[config.mk]
export PLATFORM = sky130hd
export DESIGN_NAME = spi_regfront
export DESIGN_NICKNAME = d
export VERILOG_FILES = /design/src/rtl/spi_regfront_pkg.sv /design/src/rtl/spi_regfront_fifo.sv /design/src/rtl/spi_regfront_stat.sv /design/src/rtl/spi_regfront.sv
export SDC_FILE = /design/constraint.sdc
export NUM_CORES = 1
export LEC_CHECK = 0
export ABC_AREA = 0
export BUFFER_PORTS_ARGS = -buffer_cell sky130_fd_sc_hd__buf_2
export CAP_MARGIN = 10
export CORE_UTILIZATION = 59
export DETAILED_ROUTE_END_ITERATION = 8
export PLACE_DENSITY = 0.8
export REMOVE_ABC_BUFFERS = 1
export SLEW_MARGIN = 20
export SYNTH_ARGS = -nofsm -noshare
export SYNTH_HDL_FRONTEND = slang
export SYNTH_SLANG_ARGS = --single-unit
[constraint.sdc]
create_clock -name clk -period 6.6 [get_ports clk]
set_input_delay 1.32 -clock clk [delete_from_list [all_inputs] [get_ports clk]]
set_output_delay 1.32 -clock clk [all_outputs]
set_load 0.01 [all_outputs]
[src/rtl/spi_regfront_pkg.sv]
package spi_regfront_pkg;
  localparam int CMP_W   = 8;
  localparam int NUM_ST  = 6;
  localparam int NUM_IEN = 5;

  localparam int REG_CFG  = 0;
  localparam int REG_DIV  = 1;
  localparam int REG_CMD  = 2;
  localparam int REG_STAT = 3;
  localparam int REG_IEN  = 4;
  localparam int REG_THR  = 5;
  localparam int REG_WCNT = 6;
  localparam int REG_TXD  = 7;
  localparam int REG_RXD  = 8;

  localparam int ST_PEND = 0;
  localparam int ST_DONE = 1;
  localparam int ST_TXT  = 2;
  localparam int ST_RXT  = 3;
  localparam int ST_TXU  = 4;
  localparam int ST_RXO  = 5;

  function automatic logic [CMP_W-1:0] lvl_step(logic [CMP_W-1:0] lvl, logic push, logic pop);
    return lvl + CMP_W'(push) - CMP_W'(pop);
  endfunction

  function automatic logic lvl_at_or_below(logic [CMP_W-1:0] lvl, logic [CMP_W-1:0] thr);
    return lvl <= thr;
  endfunction

  function automatic logic lvl_at_or_above(logic [CMP_W-1:0] lvl, logic [CMP_W-1:0] thr);
    return lvl >= thr;
  endfunction

  function automatic logic irq_from(logic [NUM_ST-1:0] st, logic [NUM_IEN-1:0] en);
    return |(st[NUM_ST-1:1] & en);
  endfunction
endpackage

[src/rtl/spi_regfront_fifo.sv]
module spi_regfront_fifo #(
  parameter int WIDTH = 32,
  parameter int DEPTH = 8,
  localparam int PTR_W = (DEPTH > 1) ? $clog2(DEPTH) : 1,
  localparam int LVL_W = $clog2(DEPTH + 1)
) (
  input  logic             clk,
  input  logic             rst_n,
  input  logic             push,
  input  logic [WIDTH-1:0] din,
  input  logic             pop,
  output logic [WIDTH-1:0] dout,
  output logic [LVL_W-1:0] level,
  output logic             full,
  output logic             empty,
  output logic             push_ok,
  output logic             pop_ok
);
  import spi_regfront_pkg::*;

  logic [WIDTH-1:0] mem [DEPTH];
  logic [PTR_W-1:0] wr_ptr, rd_ptr;
  logic [LVL_W-1:0] level_q;

  function automatic logic [PTR_W-1:0] ptr_inc(logic [PTR_W-1:0] p);
    return (p == PTR_W'(DEPTH - 1)) ? '0 : p + 1'b1;
  endfunction

  assign full    = (level_q == LVL_W'(DEPTH));
  assign empty   = (level_q == '0);
  assign push_ok = push && !full;
  assign pop_ok  = pop && !empty;
  assign level   = level_q;
  assign dout    = mem[rd_ptr];

  always_ff @(posedge clk) begin
    if (push_ok) mem[wr_ptr] <= din;
  end

  always_ff @(posedge clk) begin
    if (!rst_n) begin
      wr_ptr  <= '0;
      rd_ptr  <= '0;
      level_q <= '0;
    end else begin
      if (push_ok) wr_ptr <= ptr_inc(wr_ptr);
      if (pop_ok)  rd_ptr <= ptr_inc(rd_ptr);
      level_q <= LVL_W'(lvl_step(CMP_W'(level_q), push_ok, pop_ok));
    end
  end
endmodule

[src/rtl/spi_regfront_stat.sv]
module spi_regfront_stat
  import spi_regfront_pkg::*;
#(
  parameter int LVL_W = 4
) (
  input  logic               clk,
  input  logic               rst_n,
  input  logic [LVL_W-1:0]   tx_lvl,
  input  logic [LVL_W-1:0]   rx_lvl,
  input  logic [LVL_W-1:0]   tx_thr,
  input  logic [LVL_W-1:0]   rx_thr,
  input  logic               cmd_start,
  input  logic               eng_done,
  input  logic               tx_uf_ev,
  input  logic               rx_of_ev,
  input  logic [NUM_ST-1:0]  clr_mask,
  input  logic [NUM_IEN-1:0] int_en,
  output logic [NUM_ST-1:0]  status,
  output logic               irq
);
  logic [NUM_ST-1:0] status_q;
  logic [NUM_ST-1:0] set_vec;
  logic [NUM_ST-1:0] keep_vec;
  logic              tx_low;
  logic              rx_high;
  logic              done_with_rx;

  assign tx_low       = lvl_at_or_below(CMP_W'(tx_lvl), CMP_W'(tx_thr));
  assign rx_high      = lvl_at_or_above(CMP_W'(rx_lvl), CMP_W'(rx_thr));
  assign done_with_rx = eng_done && (rx_lvl != '0);

  always_comb begin
    set_vec          = '0;
    set_vec[ST_PEND] = cmd_start;
    set_vec[ST_DONE] = eng_done;
    set_vec[ST_TXT]  = tx_low;
    set_vec[ST_RXT]  = rx_high || done_with_rx;
    set_vec[ST_TXU]  = tx_uf_ev;
    set_vec[ST_RXO]  = rx_of_ev;
    keep_vec          = ~clr_mask;
    keep_vec[ST_PEND] = keep_vec[ST_PEND] & ~eng_done;
  end

  always_ff @(posedge clk) begin
    if (!rst_n) status_q <= '0;
    else        status_q <= (status_q & keep_vec) | set_vec;
  end

  assign status = status_q;
  assign irq    = irq_from(status_q, int_en);
endmodule

[src/rtl/spi_regfront.sv]
module spi_regfront
  import spi_regfront_pkg::*;
#(
  parameter int DATA_W     = 32,
  parameter int ADDR_W     = 8,
  parameter int DIV_W      = 16,
  parameter int FIFO_DEPTH = 8,
  parameter int THR_RESET  = 'h10,
  localparam int LVL_W     = $clog2(FIFO_DEPTH + 1),
  localparam int IDX_W     = ADDR_W - 2
) (
  input  logic              clk,
  input  logic              rst_n,
  input  logic              bus_sel,
  input  logic              bus_wr,
  input  logic [ADDR_W-1:0] bus_addr,
  input  logic [DATA_W-1:0] bus_wdata,
  output logic [DATA_W-1:0] bus_rdata,
  output logic [DATA_W-1:0] eng_cfg,
  output logic [DIV_W-1:0]  eng_div,
  output logic [DATA_W-1:0] eng_cmd,
  output logic              eng_cmd_go,
  output logic [DATA_W-1:0] eng_tx_data,
  input  logic              eng_tx_pop,
  input  logic              eng_rx_push,
  input  logic [DATA_W-1:0] eng_rx_data,
  input  logic              eng_done,
  output logic              irq
);
  logic [IDX_W-1:0]     word_idx;
  logic                 wr_en, rd_en;
  logic                 wr_cfg, wr_div, wr_cmd, wr_stat, wr_ien, wr_thr, wr_txd, rd_rxd;

  logic [DATA_W-1:0]    cfg_q, cmd_q;
  logic [DIV_W-1:0]     div_q;
  logic [NUM_IEN-1:0]   ien_q;
  logic [2*LVL_W-1:0]   thr_q;
  logic                 cmd_go_q;

  logic [LVL_W-1:0]     tx_lvl, rx_lvl;
  logic                 tx_full, tx_empty, rx_full, rx_empty;
  logic                 tx_push_ok, tx_pop_ok, rx_push_ok, rx_pop_ok;
  logic [DATA_W-1:0]    rx_head;
  logic                 tx_uf_ev, rx_of_ev;
  logic [NUM_ST-1:0]    clr_mask;
  logic [NUM_ST-1:0]    status_q;

  wire unused_bits = ^{bus_addr[1:0], tx_full, tx_push_ok, tx_pop_ok, rx_push_ok, rx_pop_ok};

  assign word_idx = bus_addr[ADDR_W-1:2];
  assign wr_en    = bus_sel && bus_wr;
  assign rd_en    = bus_sel && !bus_wr;
  assign wr_cfg   = wr_en && (word_idx == IDX_W'(REG_CFG));
  assign wr_div   = wr_en && (word_idx == IDX_W'(REG_DIV));
  assign wr_cmd   = wr_en && (word_idx == IDX_W'(REG_CMD));
  assign wr_stat  = wr_en && (word_idx == IDX_W'(REG_STAT));
  assign wr_ien   = wr_en && (word_idx == IDX_W'(REG_IEN));
  assign wr_thr   = wr_en && (word_idx == IDX_W'(REG_THR));
  assign wr_txd   = wr_en && (word_idx == IDX_W'(REG_TXD));
  assign rd_rxd   = rd_en && (word_idx == IDX_W'(REG_RXD));

  assign tx_uf_ev = eng_tx_pop && tx_empty;
  assign rx_of_ev = eng_rx_push && rx_full;
  assign clr_mask = wr_stat ? bus_wdata[NUM_ST-1:0] : '0;

  always_ff @(posedge clk) begin
    if (!rst_n) begin
      cfg_q    <= '0;
      div_q    <= '0;
      cmd_q    <= '0;
      ien_q    <= '0;
      thr_q    <= (2*LVL_W)'(THR_RESET);
      cmd_go_q <= 1'b0;
    end else begin
      if (wr_cfg) cfg_q <= bus_wdata;
      if (wr_div) div_q <= bus_wdata[DIV_W-1:0];
      if (wr_cmd) cmd_q <= bus_wdata;
      if (wr_ien) ien_q <= bus_wdata[NUM_IEN-1:0];
      if (wr_thr) thr_q <= bus_wdata[2*LVL_W-1:0];
      cmd_go_q <= wr_cmd;
    end
  end

  spi_regfront_fifo #(.WIDTH(DATA_W), .DEPTH(FIFO_DEPTH)) u_txq (
    .clk     (clk),
    .rst_n   (rst_n),
    .push    (wr_txd),
    .din     (bus_wdata),
    .pop     (eng_tx_pop),
    .dout    (eng_tx_data),
    .level   (tx_lvl),
    .full    (tx_full),
    .empty   (tx_empty),
    .push_ok (tx_push_ok),
    .pop_ok  (tx_pop_ok)
  );

  spi_regfront_fifo #(.WIDTH(DATA_W), .DEPTH(FIFO_DEPTH)) u_rxq (
    .clk     (clk),
    .rst_n   (rst_n),
    .push    (eng_rx_push),
    .din     (eng_rx_data),
    .pop     (rd_rxd),
    .dout    (rx_head),
    .level   (rx_lvl),
    .full    (rx_full),
    .empty   (rx_empty),
    .push_ok (rx_push_ok),
    .pop_ok  (rx_pop_ok)
  );

  spi_regfront_stat #(.LVL_W(LVL_W)) u_stat (
    .clk       (clk),
    .rst_n     (rst_n),
    .tx_lvl    (tx_lvl),
    .rx_lvl    (rx_lvl),
    .tx_thr    (thr_q[LVL_W-1:0]),
    .rx_thr    (thr_q[2*LVL_W-1:LVL_W]),
    .cmd_start (wr_cmd),
    .eng_done  (eng_done),
    .tx_uf_ev  (tx_uf_ev),
    .rx_of_ev  (rx_of_ev),
    .clr_mask  (clr_mask),
    .int_en    (ien_q),
    .status    (status_q),
    .irq       (irq)
  );

  always_comb begin
    bus_rdata = '0;
    if (rd_en) begin
      case (word_idx)
        IDX_W'(REG_CFG):  bus_rdata = cfg_q;
        IDX_W'(REG_DIV):  bus_rdata = DATA_W'(div_q);
        IDX_W'(REG_CMD):  bus_rdata = cmd_q;
        IDX_W'(REG_STAT): bus_rdata = DATA_W'(status_q);
        IDX_W'(REG_IEN):  bus_rdata = DATA_W'(ien_q);
        IDX_W'(REG_THR):  bus_rdata = DATA_W'(thr_q);
        IDX_W'(REG_WCNT): bus_rdata = DATA_W'({tx_lvl, rx_lvl});
        IDX_W'(REG_RXD):  bus_rdata = rx_empty ? '0 : rx_head;
        default:          bus_rdata = '0;
      endcase
    end
  end

  assign eng_cfg    = cfg_q;
  assign eng_div    = div_q;
  assign eng_cmd    = cmd_q;
  assign eng_cmd_go = cmd_go_q;
endmodule

==> results.yml <==
outcome:
  status: "complete, no violations"
yosys:
  synthDistinctLibCells: 51
  synth_top_area_share_pct: 60.9
  synth.avg_cell_area_um2: 17.1
  synth_flop_cell: "edfxtp_1"
  ys_seq_area_share_pct: 70.9
  postSynthCellCount: 1476
  synth_edf_count: 512
  ys_seq_elements: 638
  yosysTopAreaCell: "edfxtp_1"
  ys_top_cells_by_area: "edfxtp_1, mux4_2, dfxtp_1, mux2i_1, nand2_1"
  yosysWarnings: 0
  netlist_area_um2: 25200
  async_flop_share_pct: 0
global_routing:
  grtUsageTotal_pct: 27.1
  use_met2_pct: 43.8
  busiest_layer: "met2"
  use_met1_pct: 35.9
  gr-total-overflow: 0
  grt_max_degree: 61
  antenna_found_initial: 6
  grt_first_pass_wirelength_um: 87300
  grtUsageMet3_pct: 5.61
  first_global_vias: 14400
sta:
  worstMarginPinSlew_ns: 0.992
  timing.slew.headroom_pct: 33.9
  slew_viol_final: 0
  setup_slack_ns: 1.62
  setup_viol_count_final: 0
  period_minus_slack_ns: 4.98
  tns_ns: 0
  fmaxAchievable_mhz: 201
  finalClockSkew_ns: 0.0337
  rsz0062_at_grt: "no"
  finalHoldViolCount: 0
  hold-worst-slack_ns: 0.474
  period_share_pct: 75.4
placement:
  placed_cells: 2181
  port_buffers: 222
  pre_cts_ws_ns: 1.66
  gp_congestion: 0.951
  hpwl_um: 35500
  place_area_um2: 27000
cts:
  cts_resized: 0
  cts-htree-levels: 2
  clkLatencyLatePin_ns: 0.64
  clockBufferDepth: 3
  cts.sinks: 638
  root_buffer: "clkbuf_16"
  hold_buffers: 0
  post_cts_buffers: 0
  cts_buffers: 61
  cts_tree: "done"
  path_clk_slew_ns: 0.06
pwr:
  cellPowerDensity_nw_per_um2: 311
  p_int_mw: 6.96
  p_sw_mw: 2.08
  total_power_mw: 9.04
  p_seq_share_pct: 50.8
  peakVddDrop_v: 0.000224
  clkPwrFrac_pct: 38.8
  pwr-share-comb_pct: 10.4
  p_leak_nw: 9.78
  switching_share_pct: 23.0
run:
  drv_cap: 0
min_path:
  worstHoldPathCells: 2
  min-delay-start: "eng_cfg[8]"
  whs_endpoint: "eng_cfg[8]"
  hold_class: "reg2reg"
finish:
  area_growth_syn_to_layout_pct: 15.2
  postLayoutCellArea_um2: 29100
  fin_cells: 2298
  layout-drive-gt1-share_pct: 31.5
  fin_util_pct: 69.2
  final_common_cell: "edfxtp_1"
  final_cell_mix: "edfxtp_1, buf_2, nand2_1"
  nets: 1815
worst_setup_path:
  worst_path_largest_cell_delay_ns: 0.75
  cpMostUsedCell: "buf_2"
  r2r-start: "u_txq.level[2]"
  crit_chain: "buf_2 -> or4_1 -> nor3_4 -> a22oi_1 -> o22ai_1 -> buf_2"
  critPathArrivalTime_ns: 3.66
  r2r_end: "u_txq.mem[5][1]"
  cpMaxStageDelayCell: "nor3_4"
  crit_fanout: 18
  crit_type: "in2out"
  r2r_slack_ns: 3.67
  start_kind: "primary input"
  required_ns: 5.28
  rr_worst_depth: 7
  end_kind: "output port"
drt:
  drt_iter0_drc: 1709
  drt_wl_total_um: 58600
  antenna_left: 0
  dr.pass1.iters: 6
  drc: 0
  num_vias: 14500
  wl_per_cell_um: 25.5
  via_per_inst: 6.30
floorplan:
  initial_core_util_pct: 60.0
  design.portCount: 225
  rows: 75
  die_x_um: 209
  die_area_um2: 43600
  coreArea_um2: 42000
  die_height_um: 209
metal layers:
metal | up-vias | part of all wire (%)
met1 | 7307 | 37
met5 | - | 0.053
met3 | 149 | 9.4
li1 | 6216 | -
met4 | 4 | 4.0
met2 | 799 | 49
state kept, by name, indices dropped and copies added (netlist names), 5 cells and up, named ones only:
register       cells
eng_cfg           32
eng_cmd           32
eng_div           16
ien_q              5
thr_q              8
u_rxq.mem        256
u_stat.status      6
u_txq.mem        256
cell usage after synthesis (4+ instances only):
master,number
clkbuf_1,45
dfxtp_1,126
nor3_1,9
mux2_2,40
a21o_1,4
a21oi_1,98
buf_1,10
buf_2,23
inv_1,26
nand2_1,158
mux2i_1,73
and2_1,4
buf_4,7
edfxtp_1,512
ha_1,28
mux4_2,134
nor2_1,61
a22oi_1,23
o22ai_1,24
and3_1,6
nand3_1,5
o2bb2ai_1,5
nand2b_1,6
worst max-delay path: cells and delay by family:
kind	cells	cell delay, ns
AND/OR/NAND/NOR	2	1.48
AO/OA/AOI/OAI	2	0.53
buffers and inverters	2	0.30
area by class of cell:
type / count / area [µm²]
antenna: 4 / 10.0
clock buffer: 84 / 1770
clock inverter: 28 / 284
fill: 2674 / 13000
inverter: 27 / 103
multi-input combinational: 725 / 6970
sequential: 638 / 17900
tap: 539 / 674
timing repair buffer: 253 / 1360
logic make-up (layout without fill, tap and decap cells):
family | Yosys count | count (layout) | share of synthesized area, %
muxes | 247 | 247 | 16.6
DFF | 638 | 638 | 70.9
AOI/OAI and AO/OA | 175 | 175 | 4.17
xor gates and xnor gates | 4 | 4 | 0.139
other | 0 | 4 | 0
adders and majority gates | 30 | 30 | 1.55
buffers and inverters | 113 | 392 | 1.93
and+or+nand+nor | 269 | 269 | 4.66
how the worst max path moves through the flow:
| stage | startpoint | end | slack, ns | cells past startpoint |
|---|---|---|---|---|
| 2_1_floorplan | bus_addr[5] | u_txq.mem[0][0] | 0.94 | 4 |
| 3_3_place_gp | bus_addr[2] | bus_rdata[25] | 1.69 | 5 |
| 3_5_place_dp | bus_addr[2] | bus_rdata[28] | 1.66 | 5 |
| 4_1_cts | bus_addr[2] | bus_rdata[28] | 1.64 | 5 |
| 5_1_grt | bus_addr[5] | bus_rdata[28] | 1.60 | 6 |
| 6_report | bus_addr[5] | bus_rdata[28] | 1.62 | 6 |
power groups by stage:
stage | Sequential, mW | Combinational (mW) | Clock, mW
final | 4.59 | 0.937 | 3.51
after CTS | 4.60 | 0.944 | 3.55
after floorplan | 4.66 | 0.632 | 0
after global placement | 4.67 | 0.906 | 0
after global routing | 4.61 | 1.02 | 3.71
after detailed placement | 4.68 | 0.930 | 0
Power figures use the tool's default switching activity.
